<file path="src/rtl/ctl_tlv_pkg.sv">
package ctl_tlv_pkg;

    localparam int BYTE_W    = 8;
    localparam int KEY_BYTES = 4;
    localparam int TYPE_W    = 4;
    localparam int LEN_W     = 12;
    localparam int KEY_W     = KEY_BYTES * BYTE_W;
    localparam int HDR_BYTES = KEY_BYTES + (TYPE_W + LEN_W) / BYTE_W;
    localparam int HDR_W     = HDR_BYTES * BYTE_W;

    localparam logic [TYPE_W-1:0] TYPE_END       = 4'h0;
    localparam logic [TYPE_W-1:0] TYPE_RSVD_LO   = 4'h4;
    localparam logic [TYPE_W-1:0] TYPE_RSVD_HI   = 4'hE;

    typedef enum logic [1:0] {
        ST_IDLE,
        ST_HDR,
        ST_VAL,
        ST_TAIL
    } pstate_e;

    // Field order matches arrival order: first byte lands in the top bits.
    typedef struct packed {
        logic [KEY_W-1:0]  key;
        logic [TYPE_W-1:0] typ;
        logic [LEN_W-1:0]  len;
    } rec_hdr_t;

    typedef struct packed {
        logic ok;
        logic trunc;
        logic overrun;
    } end_cls_t;

    function automatic logic type_reserved(input logic [TYPE_W-1:0] t);
        return (t >= TYPE_RSVD_LO) && (t <= TYPE_RSVD_HI);
    endfunction

    function automatic logic hdr_is_term(input rec_hdr_t h);
        return (h.key == '0) && (h.typ == TYPE_END);
    endfunction

endpackage

</file>
<file path="src/rtl/tlv_hdr_collect.sv">
module tlv_hdr_collect
    import ctl_tlv_pkg::*;
#(
    parameter int LANES = HDR_BYTES
) (
    input  logic                    clk,
    input  logic                    rst,
    input  logic                    take,
    input  logic                    restart,
    input  logic [BYTE_W-1:0]       data,
    output logic                    last_byte,
    output logic [LANES*BYTE_W-1:0] hdr_next
);
    localparam int IDX_W = $clog2(LANES);

    logic [IDX_W-1:0]  idx_q;
    logic [IDX_W-1:0]  cur_idx;
    logic [BYTE_W-1:0] lane_q [LANES];

    assign cur_idx   = restart ? '0 : idx_q;
    assign last_byte = (cur_idx == IDX_W'(LANES - 1));

    always_ff @(posedge clk) begin
        if (rst) begin
            idx_q <= '0;
        end else if (take) begin
            idx_q <= last_byte ? '0 : cur_idx + IDX_W'(1);
        end
    end

    // One register per byte lane; lane 0 holds the newest byte.
    for (genvar g = 0; g < LANES; g++) begin : g_lane
        if (g == 0) begin : g_head
            always_ff @(posedge clk) begin
                if (take) lane_q[0] <= data;
            end
            assign hdr_next[BYTE_W-1:0] = data;
        end else begin : g_body
            always_ff @(posedge clk) begin
                if (take) lane_q[g] <= lane_q[g-1];
            end
            assign hdr_next[g*BYTE_W +: BYTE_W] = lane_q[g-1];
        end
    end

endmodule

</file>
<file path="src/rtl/tlv_len_count.sv">
module tlv_len_count
    import ctl_tlv_pkg::*;
#(
    parameter int CNT_W = LEN_W
) (
    input  logic             clk,
    input  logic             rst,
    input  logic             load,
    input  logic [CNT_W-1:0] load_len,
    input  logic             dec,
    output logic             at_last
);
    logic [CNT_W-1:0] rem_q;

    always_ff @(posedge clk) begin
        if (rst) begin
            rem_q <= '0;
        end else if (load) begin
            rem_q <= load_len;
        end else if (dec) begin
            rem_q <= rem_q - CNT_W'(1);
        end
    end

    assign at_last = (rem_q == CNT_W'(1));

endmodule

</file>
<file path="src/rtl/ctl_tlv_parser.sv">
module ctl_tlv_parser
    import ctl_tlv_pkg::*;
(
    input  logic              clk,
    input  logic              rst,
    input  logic              in_valid,
    input  logic [BYTE_W-1:0] in_data,
    input  logic              in_sop,
    input  logic              in_eop,
    output logic              desc_valid,
    output logic [KEY_W-1:0]  desc_key,
    output logic [TYPE_W-1:0] desc_type,
    output logic [LEN_W-1:0]  desc_len,
    output logic              desc_bad_type,
    output logic              val_valid,
    output logic [BYTE_W-1:0] val_data,
    output logic              val_last,
    output logic              end_valid,
    output logic              end_ok,
    output logic              end_trunc,
    output logic              end_overrun
);
    pstate_e    st_q, st_eff, st_nxt;
    logic       restart, accept;
    logic       hdr_take, val_take, hdr_last, hdr_done;
    logic       cnt_last, is_term;
    logic [HDR_W-1:0] hdr_word;
    rec_hdr_t   hv;
    end_cls_t   cls;

    assign restart  = in_valid && in_sop;
    assign st_eff   = restart ? ST_HDR : st_q;
    assign accept   = in_valid && (st_eff != ST_IDLE);
    assign hdr_take = in_valid && (st_eff == ST_HDR);
    assign val_take = in_valid && (st_eff == ST_VAL);
    assign hdr_done = hdr_take && hdr_last;

    tlv_hdr_collect #(.LANES(HDR_BYTES)) u_hdr (
        .clk       (clk),
        .rst       (rst),
        .take      (hdr_take),
        .restart   (restart),
        .data      (in_data),
        .last_byte (hdr_last),
        .hdr_next  (hdr_word)
    );

    assign hv      = rec_hdr_t'(hdr_word);
    assign is_term = hdr_is_term(hv);

    tlv_len_count #(.CNT_W(LEN_W)) u_cnt (
        .clk      (clk),
        .rst      (rst),
        .load     (hdr_done && !is_term),
        .load_len (hv.len),
        .dec      (val_take),
        .at_last  (cnt_last)
    );

    always_comb begin
        st_nxt = st_q;
        if (in_valid) begin
            case (st_eff)
                ST_HDR: begin
                    if (hdr_last) begin
                        if (is_term)             st_nxt = ST_TAIL;
                        else if (hv.len == '0)   st_nxt = ST_HDR;
                        else                     st_nxt = ST_VAL;
                    end else begin
                        st_nxt = ST_HDR;
                    end
                end
                ST_VAL:  st_nxt = cnt_last ? ST_HDR : ST_VAL;
                ST_TAIL: st_nxt = ST_TAIL;
                default: st_nxt = ST_IDLE;
            endcase
            if (in_eop && st_eff != ST_IDLE) st_nxt = ST_IDLE;
        end
    end

    always_comb begin
        cls.ok      = (st_eff == ST_TAIL) || (hdr_done && is_term);
        cls.overrun = !cls.ok &&
                      (((st_eff == ST_VAL) && !cnt_last) ||
                       (hdr_done && !is_term && (hv.len != '0)));
        cls.trunc   = !cls.ok && !cls.overrun;
    end

    always_ff @(posedge clk) begin
        if (rst) begin
            st_q          <= ST_IDLE;
            desc_valid    <= 1'b0;
            desc_key      <= '0;
            desc_type     <= '0;
            desc_len      <= '0;
            desc_bad_type <= 1'b0;
            val_valid     <= 1'b0;
            val_data      <= '0;
            val_last      <= 1'b0;
            end_valid     <= 1'b0;
            end_ok        <= 1'b0;
            end_trunc     <= 1'b0;
            end_overrun   <= 1'b0;
        end else begin
            st_q       <= st_nxt;
            desc_valid <= hdr_done && !is_term;
            if (hdr_done && !is_term) begin
                desc_key      <= hv.key;
                desc_type     <= hv.typ;
                desc_len      <= hv.len;
                desc_bad_type <= type_reserved(hv.typ);
            end
            val_valid <= val_take;
            val_last  <= val_take && cnt_last;
            if (val_take) val_data <= in_data;
            end_valid <= accept && in_eop;
            if (accept && in_eop) begin
                end_ok      <= cls.ok;
                end_trunc   <= cls.trunc;
                end_overrun <= cls.overrun;
            end else begin
                end_ok      <= 1'b0;
                end_trunc   <= 1'b0;
                end_overrun <= 1'b0;
            end
        end
    end

endmodule

</file>
<file path="config.mk">
export PLATFORM = sky130hd
export DESIGN_NAME = ctl_tlv_parser
export DESIGN_NICKNAME = d
export VERILOG_FILES = /design/src/rtl/ctl_tlv_pkg.sv /design/src/rtl/tlv_hdr_collect.sv /design/src/rtl/tlv_len_count.sv /design/src/rtl/ctl_tlv_parser.sv
export SDC_FILE = /design/constraint.sdc
export NUM_CORES = 1
export LEC_CHECK = 0
export ABC_AREA = 1
export ABC_CLOCK_PERIOD_IN_PS = 4800
export BUFFER_PORTS_ARGS = -buffer_cell sky130_fd_sc_hd__buf_4
export CORE_UTILIZATION = 60
export CTS_BUF_LIST = sky130_fd_sc_hd__clkbuf_4 sky130_fd_sc_hd__clkbuf_8
export DETAILED_ROUTE_END_ITERATION = 10
export PLACE_DENSITY_LB_ADDON = 0.1
export SYNTH_ARGS = -nofsm -noshare
export SYNTH_HDL_FRONTEND = slang
export SYNTH_SLANG_ARGS = --single-unit
</file>
<file path="constraint.sdc">
create_clock -name clk -period 4.8 [get_ports clk]
set_input_delay 0.48 -clock clk [delete_from_list [all_inputs] [get_ports clk]]
set_output_delay 0.48 -clock clk [all_outputs]
set_load 0.02 [all_outputs]
</file>
Yosys cells after proc, flatten, opt, wreduce, memory -nomap -nowiden:

Memory sizes are Yosys's and may differ from the RTL's.
Index checks and enable logic that the tools add are counted.

* $add $sub $neg: 2
* order comparisons: 2
* equal/unequal tests: 5
* mux-type cells: 13
* bitwise operators: 1
* reduce and logical (&&, ||, !) cells: 29

Operator list (count)
* zero test 32 bit: 1
* two-way mux 12 bit: 2
* logical AND 1 bit: 16
* == test 12 x 1 -> 1 bit, second input constant: 1
* zero test 12 bit: 1
* two-way mux 2 bit: 6
* nonzero test 12 bit: 1
* subtractor 12 x 1 -> 12 bit, second input constant: 1
* two-way mux 3 bit: 2
* one-hot mux 2 bit (3 select lines): 1
* == test 2 bit, second input constant: 2
* greater-or-equal comparator 4 x 3 -> 1 bit, second input constant: 1
* less-or-equal comparator 4 bit, second input constant: 1
* zero test 1 bit: 4
* zero test 4 bit: 1
* nonzero test 2 bit: 2
* adder 3 x 1 -> 3 bit, second input constant: 1
* == test 3 bit, second input constant: 1
* == test 2 x 1 -> 1 bit, second input constant: 1
* logical OR 1 bit: 2
* two-way mux 1 bit: 2
* OR reduction 2 bit: 1
* inverter 1 bit: 1

* register bits: 81
* bits in writable memories: 48
* input bits: 13
* output and inout port bits: 64
* word-level logic and storage cells: 68
* memories: 1

Memory list
* u_hdr.lane_q: words 6, width 8, read ports 5, clocked after Yosys merged registers in 0, wr ports 6, line tlv_hdr_collect.sv:18 `logic [BYTE_W-1:0] lane_q [LANES];`

Depth between registers and ports, before layout:

* depth in word-level cells: 11
* gate-level depth with buffers: 12
* depth with buffers taken out: 11

Cells and area by module:

Synthesis repeated with hierarchy kept, for this count alone.

* cells, all modules: 545
* area total of the unflattened synthesis: 4805.9 µm²

By module, submodules not included
* ctl_tlv_parser: instances 1, cells each 350, area each 2580.0 µm², sequential area each 1321.3 µm²
* tlv_hdr_collect: instances 1, cells each 70, area each 1418.9 µm², sequential area each 1261.2 µm²
* tlv_len_count: instances 1, cells each 125, area each 807.0 µm², sequential area each 240.2 µm²

Worst setup path after synthesis:

OpenSTA, ideal clock, no wires.

* path type: input to register
* start point: input in_sop
* end point: register u_hdr.idx_q[1]
* library setup time: 0.117 ns
* arrival: 2.094 ns
* required time: 4.683 ns
* slack: 2.589 ns
* cell stages on the path: 7
* buffers on the path: 0
* path through: nand2_1 > o21ai_2 > nand2_2 > inv_1 > o21ai_0 > o21ai_0 > nor2_1

* word-level cells in the longest chain between the ends: 4
* elaborated cells on any way between the ends: 8
* those cells by class: add/sub: 1; eq/ne: 2; mux: 3; reduce/logical: 2

RTL lines
* start, declared: line ctl_tlv_parser.sv:8 `input logic in_sop,`
* logical AND 1 bit: line ctl_tlv_parser.sv:31 `assign restart = in_valid && in_sop;`
* two-way mux 2 bit: line ctl_tlv_parser.sv:32 `assign st_eff = restart ? ST_HDR : st_q;`
* == test 2 x 1 -> 1 bit: line ctl_tlv_parser.sv:34 `assign hdr_take = in_valid && (st_eff == ST_HDR);`
* logical AND 1 bit: line ctl_tlv_parser.sv:34
* named net hdr_take: line ctl_tlv_parser.sv:25 `logic hdr_take, val_take, hdr_last, hdr_done;`
* end signal, assigned: line tlv_hdr_collect.sv:27 `idx_q <= last_byte ? '0 : cur_idx + IDX_W'(1);`
* end, declared: line tlv_hdr_collect.sv:16 `logic [IDX_W-1:0] idx_q;`

The timed path passes the listed nets, and every way through them passes these cells.
A chain may end at the register's enable or synchronous reset.

==> results.ini <==
[floorplanning]
initial_utilization_pct=62.78
dieWidth_um=89.58
ioPinCount=77
dieArea_um2=8024
core_um2=7331
die-height_um=89.58
num_rows=31

[grt]
antenna_found_initial=0
grt_pass1_vias=3392
overflow=0
grt_pass1_wl_um=15900
gr-usage-all-layers_pct=27.21
grt_max_degree=64

[min_path]
hold_path.class=in -> reg

[cells_and_area]
multi_input_area_um2=1558
area_growth_pct=22.08
regArea_um2=2823
fin_util_pct=76.63
drive_above_1_share_pct=19.83
diodes=0
n_fill_cell=521
stdcell_area_um2=5618
nets=602

[drt]
firstDrtPassIters=5
totalWireLength_um=10060
drtAntennaViolNets=0
viasPerCell=5.303
routedWlPerCell_um=14.39
drc=0
drtIter0Drc=264
vias=3707

[synthesis]
syn_nets=529
ys_types=28
netlist_area_um2=4602
synth_seq_cells=121
seq_area_frac_synth_pct=61.34
ys_warn_count=0
avgSynthCellArea_um2=8.953
syn-instance-count=514

[timing]
period_minus_slack_ns=2.909
setup-violations-final=0
relSlewSlack_pct=35.52
fmax_mhz=343.8
setup_slack_ns=1.891
tns_ns=0
fin_crit_sh_pct=60.60
rsz0062_at_grt=false
tightest_slew_ns=0.9661
drv_slew=0
hold_viol=0
fin_worst_skew_ns=0.01032

[setup_path]
cp_slowest_cell=nand2_4
critical_path.endpoint_type=flip-flop
critical_path.top_delay_family=simple AND/OR/NAND/NOR gates
path_buf_inv=2
worstPathMaxFanout=63
arrival_ns=3.23
path_cells=nor2_1, nand3_1, nor2_1, nand4_2, nand2_4, inv_2, nand2_1, nand3_1, nand2_1, inv_1
critPathLaunchType=flip-flop
path_class=reg -> reg
max_stage_delay_ns=0.61
critPathRequiredTime_ns=5.12

[cts]
cts.path.max_buffers=2
cts_buffers=17
cts-root-buf=clkbuf_8
htreeDepth=4
clk_pin_slew_ns=0.07
post_cts_resized=0
clk_latency_ns=0.43
cts_num_sinks=121
cts-hold-fix-buffers=0
cts_tree=built
postCtsSetupBuffers=0

[placed_design]
io_buffers=76
gp_congestion=0.8462
dp_hpwl_um=6530
post_dp_cell_area_um2=5187
pre_cts_ws_ns=2.005

[run_status]
status=finished, final reports clean

[flow_run]
drv_cap=0

[power]
power_w=0.002091
peakVddDrop_uv=322.3
p_leak_nw=2.244
powerDensity_nw_per_um2=372.2

==> power breakdown <==
group | total (W) | switching, W | internal (W)
sequential | 0.00108 | 0.00000835 | 0.00107
clock | 0.000964 | 0.000380 | 0.000584
combinational | 0.0000496 | 0.0000341 | 0.0000154
==> state kept, by name (all words and copies together) (netlist names) <==
name	cells
desc_valid	1
u_hdr.lane_q	40
desc_len	12
end_ok	1
val_valid	1
desc_key	32
end_trunc	1
end_valid	1
u_hdr.idx_q	3
u_cnt.rem_q	12
val_data	8
end_overrun	1
st_q	2
desc_type	4
desc_bad_type	1
val_last	1
==> through the flow <==
step	cells	hold WS [ns]
6_report	699	0.2630
5_1_grt	699	0.2546
4_1_cts	699	0.2414
3_5_place_dp	667	0.4565
3_3_place_gp	667	0.4531
2_1_floorplan	514	0.4451
==> final timing paths <==
check / start / endpoint / slack [ns] / depth (start not counted)
worst max-delay path: u_hdr.lane_q[0][4] / u_cnt.rem_q[11] / 1.89 / 10
worst min-delay path: in_data[5] / u_hdr.lane_q[0][5] / 0.26 / 1
worst max register to register: u_hdr.lane_q[0][4] / u_cnt.rem_q[11] / 1.89 / 10
worst min register to register: desc_len[1] / desc_len[1] / 0.47 / 2
==> cells by family after synthesis <==
logic type / share of synthesized area, %
flops: 61.34
simple gates: 22.05
fa+ha+maj: 0.5437
buf+inv: 4.812
compound gates: 9.544
xor+xnor: 1.713
==> area by class of cell <==
class                      instances  share of cell area, %
inverter                          26                  1.737
sequential                       121                  50.25
timing repair buffer              78                  10.42
tap                               99                  2.205
clock inverter                     8                  2.116
clock buffer                      24                  5.546
multi-input combinational        343                  27.73
==> layout by cell type, fill, tap and decap left out, drive strengths merged, types with 24 or more instances in the layout <==
master,count
buf,78
inv,26
nand3,33
nand2,81
nor2,127
a21oi,27
dfxtp,81
o21ai,42
edfxtp,40
clkbuf,24
==> synth_stat cells <==
| cell type | count | share of area [%] |
|---|---|---|
| nand2_4 | 1 | 0.24 |
| nand3_1 | 33 | 3.6 |
| inv_1 | 24 | 2.0 |
| o31ai_1 | 1 | 0.16 |
| xor2_1 | 6 | 1.1 |
| inv_2 | 2 | 0.16 |
| nor4_1 | 1 | 0.14 |
| a21oi_1 | 27 | 2.9 |
| nand4_2 | 1 | 0.27 |
| nor2_1 | 126 | 10 |
| o22ai_1 | 1 | 0.14 |
| dfxtp_1 | 81 | 35 |
| buf_6 | 3 | 0.73 |
| nand2_1 | 79 | 6.4 |
| a31oi_1 | 11 | 1.5 |
| buf_1 | 1 | 0.081 |
| clkbuf_1 | 11 | 0.90 |
| nor2_4 | 1 | 0.24 |
| o21bai_1 | 1 | 0.16 |
| nand2_2 | 1 | 0.14 |
| xnor2_1 | 3 | 0.57 |
| nor3_1 | 4 | 0.44 |
| o21ai_0 | 41 | 4.5 |
| buf_2 | 9 | 0.98 |
| or2_2 | 2 | 0.27 |
| edfxtp_1 | 40 | 26 |
| ha_1 | 2 | 0.54 |
| o21ai_2 | 1 | 0.19 |
==> routing by layer <==
metal / GRT usage (%) / wire length, um / vias up
met3: 6.490 / 625 / 20
met5: 0 / 0 / -
met1: 35.75 / 4563 / 1694
li1: - / - / 1839
met2: 41.87 / 4699 / 154
met4: 14.86 / 171 / 0
Note: power is estimated with default switching activity, not from simulation.
